File: src/rtl/nrm_pkg.sv
package nrm_pkg;

  // Strobes issued by the sequencer to the datapath, one cycle each.
  typedef struct packed {
    logic load;
    logic shiftL;
    logic shiftR;
    logic incXr;
    logic subXr;
    logic copySign;
  } nrmStrobes_t;

  typedef enum logic {
    ST_IDLE = 1'b0,
    ST_RUN  = 1'b1
  } nrmState_t;

endpackage

File: src/rtl/nrm_ctrl.sv
module nrm_ctrl
  import nrm_pkg::*;
#(
  parameter int ACC_W = 24,
  parameter int SEL_W = 3,
  localparam int WIDE_W = 2 * ACC_W - 1,
  localparam int CNT_W = $clog2(WIDE_W)
) (
  input  logic             clk,
  input  logic             rstN,
  input  logic             start,
  input  logic [1:0]       op,
  input  logic [SEL_W-1:0] xSel,
  input  logic             ovfFlag,
  input  logic             signEq,
  output nrmStrobes_t      strb,
  output logic             wideMode,
  output logic [CNT_W-1:0] shiftCount,
  output logic             done
);

  localparam logic [CNT_W-1:0] CAP_AC   = CNT_W'(ACC_W - 1);
  localparam logic [CNT_W-1:0] CAP_WIDE = CNT_W'(WIDE_W - 1);
  localparam logic [SEL_W-1:0] SEL_OFF  = SEL_W'(6);

  nrmState_t state;
  logic rightQ, offQ, ovfQ, finish;
  logic [CNT_W-1:0] capSel;

  assign capSel = wideMode ? CAP_WIDE : CAP_AC;

  always_ff @(posedge clk or negedge rstN) begin
    if (!rstN) begin
      state      <= ST_IDLE;
      rightQ     <= 1'b0;
      wideMode   <= 1'b0;
      offQ       <= 1'b0;
      ovfQ       <= 1'b0;
      shiftCount <= '0;
      done       <= 1'b0;
    end else begin
      done <= finish;
      if (strb.load) begin
        state      <= ST_RUN;
        rightQ     <= op[0];
        wideMode   <= op[1];
        offQ       <= (xSel >= SEL_OFF);
        ovfQ       <= ovfFlag;
        shiftCount <= '0;
      end else if (state == ST_RUN) begin
        if (strb.shiftL) shiftCount <= shiftCount + 1'b1;
        if (finish) state <= ST_IDLE;
      end
    end
  end

  always_comb begin
    strb      = '0;
    finish    = 1'b0;
    strb.load = (state == ST_IDLE) && start;
    if (state == ST_RUN) begin
      if (offQ) begin
        finish = 1'b1;
      end else if (rightQ) begin
        strb.shiftR   = ovfQ;
        strb.incXr    = ovfQ;
        strb.copySign = wideMode;
        finish        = 1'b1;
      end else if (!signEq || shiftCount == capSel) begin
        strb.subXr    = 1'b1;
        strb.copySign = wideMode;
        finish        = 1'b1;
      end else begin
        strb.shiftL = 1'b1;
      end
    end
  end

  always_comb begin
    assert ($onehot0({strb.load, strb.shiftL, strb.shiftR}));
  end


  step_cap_chk: assert property (@(posedge clk) disable iff (!rstN)
    shiftCount <= capSel);


  done_pulse_chk: assert property (@(posedge clk) disable iff (!rstN)
    done |=> !done);


  busy_start_chk: assert property (@(posedge clk) disable iff (!rstN)
    (state == ST_RUN && !finish) |=> $stable(wideMode) && $stable(rightQ));

endmodule

File: src/rtl/nrm_datapath.sv
module nrm_datapath
  import nrm_pkg::*;
#(
  parameter int ACC_W = 24,
  parameter int XR_W  = 16,
  localparam int WIDE_W = 2 * ACC_W - 1,
  localparam int CNT_W = $clog2(WIDE_W)
) (
  input  logic             clk,
  input  logic             rstN,
  input  nrmStrobes_t      strb,
  input  logic             wideMode,
  input  logic [CNT_W-1:0] shiftCount,
  input  logic [ACC_W-1:0] acIn,
  input  logic [ACC_W-1:0] brIn,
  input  logic [XR_W-1:0]  xrIn,
  output logic [ACC_W-1:0] acQ,
  output logic [ACC_W-1:0] brQ,
  output logic [XR_W-1:0]  xrQ,
  output logic             signEq
);

  logic [WIDE_W-1:0] wide, wideL, wideR;
  logic [ACC_W-1:0]  acL, acR, acN, brN;
  logic [XR_W-1:0]   addend, xrRes, xrN;
  logic [XR_W:0]     rawSum;

  assign wide   = {acQ, brQ[ACC_W-2:0]};
  assign wideL  = {wide[WIDE_W-1], wide[WIDE_W-3:0], wide[WIDE_W-1]};
  assign wideR  = {wide[WIDE_W-1], wide[WIDE_W-1:1]};
  assign acL    = {acQ[ACC_W-1], acQ[ACC_W-3:0], acQ[ACC_W-1]};
  assign acR    = {acQ[ACC_W-1], acQ[ACC_W-1:1]};
  assign signEq = (acQ[ACC_W-1] == acQ[ACC_W-2]);

  // Ones-complement adder with end-around carry.
  assign addend = strb.incXr ? XR_W'(1) : ~XR_W'(shiftCount);
  assign rawSum = {1'b0, xrQ} + {1'b0, addend};
  assign xrRes  = rawSum[XR_W-1:0] + XR_W'(rawSum[XR_W]);

  always_comb begin
    acN = acQ;
    brN = brQ;
    xrN = xrQ;
    if (strb.load) begin
      acN = acIn;
      brN = brIn;
      xrN = xrIn;
    end else begin
      if (strb.shiftL) begin
        if (wideMode) {acN, brN[ACC_W-2:0]} = wideL;
        else acN = acL;
      end else if (strb.shiftR) begin
        if (wideMode) {acN, brN[ACC_W-2:0]} = wideR;
        else acN = acR;
      end
      if (strb.copySign) brN[ACC_W-1] = acN[ACC_W-1];
      if (strb.incXr || strb.subXr) xrN = xrRes;
    end
  end

  always_ff @(posedge clk or negedge rstN) begin
    if (!rstN) begin
      acQ <= '0;
      brQ <= '0;
      xrQ <= '0;
    end else begin
      acQ <= acN;
      brQ <= brN;
      xrQ <= xrN;
    end
  end


  sign_keep_chk: assert property (@(posedge clk) disable iff (!rstN)
    (strb.shiftL || strb.shiftR) |=> acQ[ACC_W-1] == $past(acQ[ACC_W-1]));


  right_step_chk: assert property (@(posedge clk) disable iff (!rstN)
    (strb.shiftR && !wideMode) |=> acQ[ACC_W-2:0] == $past(acQ[ACC_W-1:1]));


  br_sign_chk: assert property (@(posedge clk) disable iff (!rstN)
    strb.copySign |=> brQ[ACC_W-1] == acQ[ACC_W-1]);


  xr_hold_chk: assert property (@(posedge clk) disable iff (!rstN)
    !(strb.load || strb.incXr || strb.subXr) |=> $stable(xrQ));

endmodule

File: src/rtl/acc_normalizer.sv
module acc_normalizer
  import nrm_pkg::*;
#(
  parameter int ACC_W = 24,
  parameter int XR_W  = 16,
  parameter int SEL_W = 3,
  localparam int WIDE_W = 2 * ACC_W - 1,
  localparam int CNT_W = $clog2(WIDE_W)
) (
  input  logic             clk,
  input  logic             rstN,
  input  logic             start,
  input  logic [1:0]       op,
  input  logic [SEL_W-1:0] xSel,
  input  logic             ovfFlag,
  input  logic [ACC_W-1:0] acIn,
  input  logic [ACC_W-1:0] brIn,
  input  logic [XR_W-1:0]  xrIn,
  output logic [ACC_W-1:0] acOut,
  output logic [ACC_W-1:0] brOut,
  output logic [XR_W-1:0]  xrOut,
  output logic             done
);

  nrmStrobes_t      strb;
  logic             wideMode, signEq;
  logic [CNT_W-1:0] shiftCount;

  nrm_ctrl #(.ACC_W(ACC_W), .SEL_W(SEL_W)) u_ctrl (
    .clk(clk), .rstN(rstN), .start(start), .op(op), .xSel(xSel),
    .ovfFlag(ovfFlag), .signEq(signEq), .strb(strb), .wideMode(wideMode),
    .shiftCount(shiftCount), .done(done)
  );

  nrm_datapath #(.ACC_W(ACC_W), .XR_W(XR_W)) u_dp (
    .clk(clk), .rstN(rstN), .strb(strb), .wideMode(wideMode),
    .shiftCount(shiftCount), .acIn(acIn), .brIn(brIn), .xrIn(xrIn),
    .acQ(acOut), .brQ(brOut), .xrQ(xrOut), .signEq(signEq)
  );

endmodule

File: config.mk
export PLATFORM = sky130hd
export DESIGN_NAME = acc_normalizer
export DESIGN_NICKNAME = d
export VERILOG_FILES = /design/src/rtl/nrm_pkg.sv /design/src/rtl/nrm_ctrl.sv /design/src/rtl/nrm_datapath.sv /design/src/rtl/acc_normalizer.sv
export SDC_FILE = /design/constraint.sdc
export NUM_CORES = 1
export LEC_CHECK = 0
export BUFFER_PORTS_ARGS = -buffer_cell sky130_fd_sc_hd__buf_4
export CORE_MARGIN = 10
export CORE_UTILIZATION = 53
export DETAILED_ROUTE_END_ITERATION = 6
export PLACE_DENSITY_LB_ADDON = 0.08
export SLEW_MARGIN = 10
export SYNTH_ARGS = -nofsm -noshare
export SYNTH_HDL_FRONTEND = slang
export SYNTH_SLANG_ARGS = --single-unit
File: constraint.sdc
create_clock -name clk -period 5.94 [get_ports clk]
set_clock_uncertainty 0.05 [all_clocks]
set_input_delay 0.891 -clock clk [delete_from_list [all_inputs] [get_ports clk]]
set_output_delay 0.891 -clock clk [all_outputs]
set_load 0.05 [all_outputs]
=== After elaboration in Yosys (flattened, before gate mapping) ===
Cells that the tools add are included.

* Register bits after elaboration: 76
* Input bits: 73
* Output and inout port bits: 65
* Logic and storage cells: 64

* Add/subtract/negate cells: 3
* Magnitude comparators: 1
* Equal/unequal tests: 2
* Multiplexer cells: 32
* Bitwise logic cells: 2
* Reductions and logical operators: 12

{| class="wikitable"
|+ Operators with widths
! operator !! count
|-
| 2-to-1 mux 23 bit || 6
|-
| 2-to-1 mux 16 bit || 3
|-
| 2-to-1 mux 24 bit || 2
|-
| 2-to-1 mux 6 bit || 4
|-
| adder 16 x 16 -> 17 bit || 1
|-
| adder 16 x 1 -> 16 bit || 1
|-
| inverter 6 -> 16 bit || 1
|-
| 2-to-1 mux 1 bit || 13
|-
| 2-to-1 mux 5 bit || 2
|-
| nonzero test 2 bit || 5
|-
| adder 6 x 1 -> 6 bit, second input constant || 1
|-
| equality test 6 bit || 1
|-
| 2-to-1 mux 2 bit || 2
|-
| AND reduction 2 bit || 2
|-
| greater-or-equal comparator 3 bit, second input constant || 1
|-
| nonzero test 3 bit || 1
|-
| logical OR 1 bit || 2
|-
| equality test 1 bit || 1
|-
| logical AND 1 bit || 1
|-
| zero test 1 bit || 1
|-
| inverter 1 bit || 1
|}

=== Logic depth before layout (Yosys ltp) ===
* Depth after elaboration: 12
* Depth in mapped cells: 22
* Mapped depth without buffers: 21

=== Cells and area by module ===
A second synthesis with hierarchy kept.

* Cells, all modules: 604
* Area total of the unflattened synthesis: 5193.7 um^2

{| class="wikitable"
|+ Modules (own cells, without submodules)
! module !! instances !! cells an instance !! area an instance (um^2) !! seq. area each (um^2)
|-
| nrm_datapath || 1 || 539 || 4529.3 || 1601.5
|-
| nrm_ctrl || 1 || 65 || 664.4 || 300.3
|}

=== Worst setup path after synthesis ===
OpenSTA, ideal clock, no wires.

* Path type: reg2reg
* Start point: register u_ctrl.state
* End point: register u_dp.xrQ[14]
* Library setup time: 0.071 ns
* Arrival: 4.434 ns
* Data required time: 5.819 ns
* Path slack: 1.385 ns
* Cell stages (with the launch flop): 23
* Buffers on the path: 1
* Clock period less this slack: 4.555 ns
* Cell sequence: dfrtp_1 -> nor2b_1 -> and3_1 -> clkbuf_1 -> inv_1 -> nand2_1 -> ha_1 -> fa_1 -> a21o_1 -> a221oi_2 -> a2111oi_4 -> o41ai_2 -> nor2_1 -> o21ai_0 -> nand2b_1 -> ha_1 -> ha_1 -> and2_1 -> and3_1 -> nand4_1 -> nor2_1 -> a211o_1 -> nand4_1

* Longest elaborated chain between the ends: 6
* Elaborated cells on any way between the ends: 10
* Classes of those cells: add/sub: 2; mux: 4; bitwise: 1; reduce/logical: 3

{| class="wikitable"
|+ RTL lines
! what !! RTL line !! text
|-
| start, declared || nrm_ctrl.sv:26 || <nowiki>nrmState_t state;</nowiki>
|-
| start signal, assigned || nrm_ctrl.sv:34 || <nowiki>state <= ST_IDLE;</nowiki>
|-
| start signal, assigned || nrm_ctrl.sv:44 || <nowiki>state <= ST_RUN;</nowiki>
|-
| start signal, assigned || nrm_ctrl.sv:52 || <nowiki>if (finish) state <= ST_IDLE;</nowiki>
|-
| 2-to-1 mux 5 bit || nrm_ctrl.sv:61 || <nowiki>if (state == ST_RUN) begin</nowiki>
|-
| 2-to-1 mux 16 bit || nrm_datapath.sv:36 || <nowiki>assign addend = strb.incXr ? XR_W'(1) : ~XR_W'(shiftCount);</nowiki>
|-
| adder 16 x 16 -> 17 bit || nrm_datapath.sv:37 || <nowiki>assign rawSum = {1'b0, xrQ} + {1'b0, addend};</nowiki>
|-
| adder 16 x 1 -> 16 bit || nrm_datapath.sv:38 || <nowiki>assign xrRes = rawSum[XR_W-1:0] + XR_W'(rawSum[XR_W]);</nowiki>
|-
| 2-to-1 mux 16 bit || nrm_datapath.sv:57 || <nowiki>if (strb.incXr || strb.subXr) xrN = xrRes;</nowiki>
|-
| 2-to-1 mux 16 bit || nrm_datapath.sv:44 || <nowiki>if (strb.load) begin</nowiki>
|-
| end signal, assigned || nrm_datapath.sv:69 || <nowiki>xrQ <= xrN;</nowiki>
|-
| end, declared || nrm_datapath.sv:19 || <nowiki>output logic [XR_W-1:0] xrQ,</nowiki>
|}

Parallel ways exist; a longest one is shown, timed or not. The select of a mux whose other input is x is not followed.
A chain may end at the register's enable or synchronous reset.

=== Worst setup path after layout ===
Same ends and word-level chain as after synthesis.

==> results.sh <==
export IMPL_reg2regPathDepth=21
export IMPL_drt_first_iter_violations=364
export IMPL_seq_area_sq_um=1902
export IMPL_synth_top_family_by_area="compound AO/OA/AOI/OAI gates"
export IMPL_cts_resized=0
export IMPL_placement_io_buffers=136
export IMPL_critical_path_peak_fanout=12
export IMPL_ys_ff_latch=76
export IMPL_hold_end="u_ctrl.ovfQ"
export IMPL_cts_path_max_buffers=2
export IMPL_period_needed_ns=5.230
export IMPL_cts_clk_slew_worst_paths_ns=0.09
export IMPL_cp_arrival_ns=5.48
export IMPL_antennaDiodeCount=0
export IMPL_worst_skew_pair_late_latency_ns=0.36
export IMPL_synth_yosys_seq_area_share=0.3748
export IMPL_drt_antenna_violating_nets=0
export IMPL_io_pins=138
export IMPL_timing_hold_worst_start="u_ctrl.ovfQ"
export IMPL_dr_pass1_iters=4
export IMPL_initial_antenna_violation_count=0
export IMPL_avgSynthCellArea_sq_um=7.807
export IMPL_grt_first_pass_wirelength_um=24020
export IMPL_die_width_um=117.9
export IMPL_postSynth_asyncResetShare=1.000
export IMPL_post_cts_repair_setup_buffers=0
export IMPL_share_of_the_clock_period_used_by_the_worst_path=0.8805
export IMPL_number_of_global_route_vias_before_repair=4805
export IMPL_worstReg2RegEnd="u_dp.xrQ[14]"
export IMPL_routed_via_count_divided_by_cell_count=5.472
export IMPL_synth_top_cells_by_count="nand2_1, a21oi_1, dfrtp_1"
export IMPL_yosys_mux_area_fraction=0.01183
export IMPL_arithmetic_cell_share_of_the_synthesized_area_counting_full_adders_half_adders_and_majority_gates=0.05079
export IMPL_synth_top_area_share=0.3748
export IMPL_holdBufCountCts=0
export IMPL_count_of_fill_cells_added_during_filler_insertion=834
export IMPL_place_hpwl_um=10340
export IMPL_fraction_of_layout_instances_using_a_drive_strength_above_1=0.2379
export IMPL_dieArea_sq_um=13890
export IMPL_routed_via_count=4892
export IMPL_tightestPinTransition_ns=1.025
export IMPL_grt_start_max_net_pins=104
export IMPL_drv_max_cap_violation_count=0
export IMPL_grtUsageMet3=0.06427
export IMPL_tritoncts_num_buffers=9
export IMPL_use_met2=0.3273
export IMPL_die_ht_um=117.9
export IMPL_synth_top_area_cell="dfrtp_1"
export IMPL_yosys_most_used_dff="dfrtp_1"
export IMPL_core_rowCount=35
export IMPL_clkSinkCount=76
export IMPL_static_leak_nw=2.858
export IMPL_gr_usage_all_layers=0.2038
export IMPL_maxSlewViolCount=0
export IMPL_remaining_drc_errors=0
export IMPL_fp_coreArea_sq_um=9284
export IMPL_area_of_combinational_cells_with_multiple_inputs_sq_um=2995
export IMPL_htree_num_levels=3
export IMPL_fmax_ghz=0.1912
export IMPL_yosys_warnings=0
export IMPL_synth_edff_count=0
export IMPL_synth_compound_area_share=0.2475
export IMPL_nets=854
export IMPL_gr_max_usage_layer="met2"
export IMPL_synth_net_count=743
export IMPL_synth_area_sq_um=5075
export IMPL_synth_most_common_cell="nand2_1"
export IMPL_worst_hold_path_num_cells=2
export IMPL_p_per_area_nw_per_um2=726.6
export IMPL_final_setup_viol_count=0
export IMPL_cp_start_kind="flip-flop"
export IMPL_kind_of_end_point_of_the_critical_path="flip-flop"
export IMPL_synth_cell_types=55
export IMPL_route_detailed_wl_per_inst_um=16.13
export IMPL_tritoncts="built"
export IMPL_cts_root_buffer_type="clkbuf_8"
export IMPL_run_status="finished, final reports clean"
export IMPL_worstSetupPathType="flip-flop to flip-flop"
export IMPL_setup_repair_after_global_routing_missed_its_margin="false"
export IMPL_floorplan_initialDensity=0.5466
export IMPL_areaGrowthSynthToFinish_pct=25.12
export IMPL_post_synth_main_area_contributors="dfrtp_1, nand2_1, a21oi_1, ha_1, o21ai_0"
export IMPL_stdcell_count=894
export IMPL_dp_cells=879
export IMPL_cp_required_ns=6.19
export IMPL_use_met1=0.2623
export IMPL_ir_drop_v=0.0003470
export IMPL_design_power_total_mw=4.614
export IMPL_synthCells=650
export IMPL_hold_path_class="flip-flop to flip-flop"
export IMPL_post_synth_xor_area_fraction=0.05523
export IMPL_final_hold_violation_count=0
export IMPL_timing_slew_headroom=0.3152
export IMPL_setup_tns_ns=0
export IMPL_synthSimpleGateAreaFrac=0.2207
export IMPL_postRouteWirelength_um=14420
export IMPL_regToRegStartpoint="u_ctrl.state"
export IMPL_grt_remaining_overflow=0
export IMPL_rrSetupSlack_ns=0.71
export IMPL_replace_congestion=0.8765
==> where the power goes <==
part	leakage (nW)	internal [mW]	switching (mW)
Sequential	0.966	0.738	0.240
Clock	0.105	0.235	0.209
Combinational	1.79	1.13	2.06
Total	2.86	2.10	2.51
==> cell usage in the layout (no fill, tap or decap), types with 7 or more instances in the layout <==
| cell type | count |
|---|---|
| xor2_1 | 11 |
| and3_1 | 7 |
| o21ai_0 | 35 |
| clkbuf_8 | 9 |
| a21o_1 | 7 |
| nor3_1 | 7 |
| dfrtp_1 | 76 |
| o21ai_1 | 32 |
| nor2_1 | 31 |
| a21oi_1 | 109 |
| nand3_1 | 9 |
| xnor2_1 | 16 |
| nand2_1 | 176 |
| ha_1 | 19 |
| buf_4 | 141 |
==> metal layers <==
layer  up-vias  part of all wire
li1       2462                 -
met1      2288              0.44
met2       135              0.47
met3         7             0.076
met4         0            0.0076
met5         -                 0
==> kinds of logic after synthesis <==
kind of cell             after synthesis
flip-flops                            76
multiplexers                           6
buffers and inverters                 46
AO/OA/AOI/OAI                        215
adder cells (fa/ha/maj)               20
XOR/XNOR                              29
AND/OR/NAND/NOR                      258
==> layout make-up <==
class | count | area share
multi-input combinational | 528 | 0.4717
sequential | 76 | 0.2995
timing repair buffer | 141 | 0.1667
tap | 129 | 0.02542
clock buffer | 9 | 0.01951
clock inverter | 6 | 0.01419
inverter | 5 | 0.002956
==> critical path, cell delays in order (launching register included) <==
cell and delay (ns):
dfrtp_1 0.45, nor2b_1 0.18, and3_1 0.26, inv_1 0.37
nand2_1 0.12, ha_1 0.25, fa_1 0.41, a21o_1 0.22
a221oi_2 0.46, a2111oi_4 0.16, o41ai_2 0.41, nor2_1 0.07
o21ai_0 0.15, nand2b_1 0.12, ha_1 0.23, ha_1 0.19
and2_1 0.17, and3_1 0.23, nand4_1 0.19, nor2_1 0.09
a211o_1 0.31, nand4_1 0.06
==> how the worst max path moves through the flow <==
stage	start	to	slack, ns
after floorplan	u_ctrl.state	u_dp.xrQ[14]	1.38
final	u_ctrl.state	u_dp.xrQ[14]	0.71
after CTS	u_ctrl.state	u_dp.xrQ[14]	0.70
after global routing	u_ctrl.state	u_dp.xrQ[14]	0.34
after detailed placement	u_ctrl.state	u_dp.xrQ[14]	0.73
after global placement	u_ctrl.state	u_dp.xrQ[14]	0.94
==> sequential cells by signal, summed over array words and instances (netlist names) <==
register           flops
u_ctrl.done            1
u_ctrl.offQ            1
u_ctrl.ovfQ            1
u_ctrl.rightQ          1
u_ctrl.shiftCount      6
u_ctrl.state           1
u_ctrl.wideMode        1
u_dp.acQ              24
u_dp.brQ              24
u_dp.xrQ              16
==> through the flow <==
step	instance area (sq um)	utilization	hold WS [ns]	setup WS (ns)
5_1_grt	6350	0.6840	0.5139	0.3374
3_3_place_gp	6136	0.6609	0.4518	0.9383
4_1_cts	6350	0.6840	0.4871	0.6997
3_5_place_dp	6136	0.6609	0.4671	0.7306
6_report	6350	0.6840	0.4862	0.7097
2_1_floorplan	5075	-	0.4283	1.385
(Power assumes the default switching activity.)
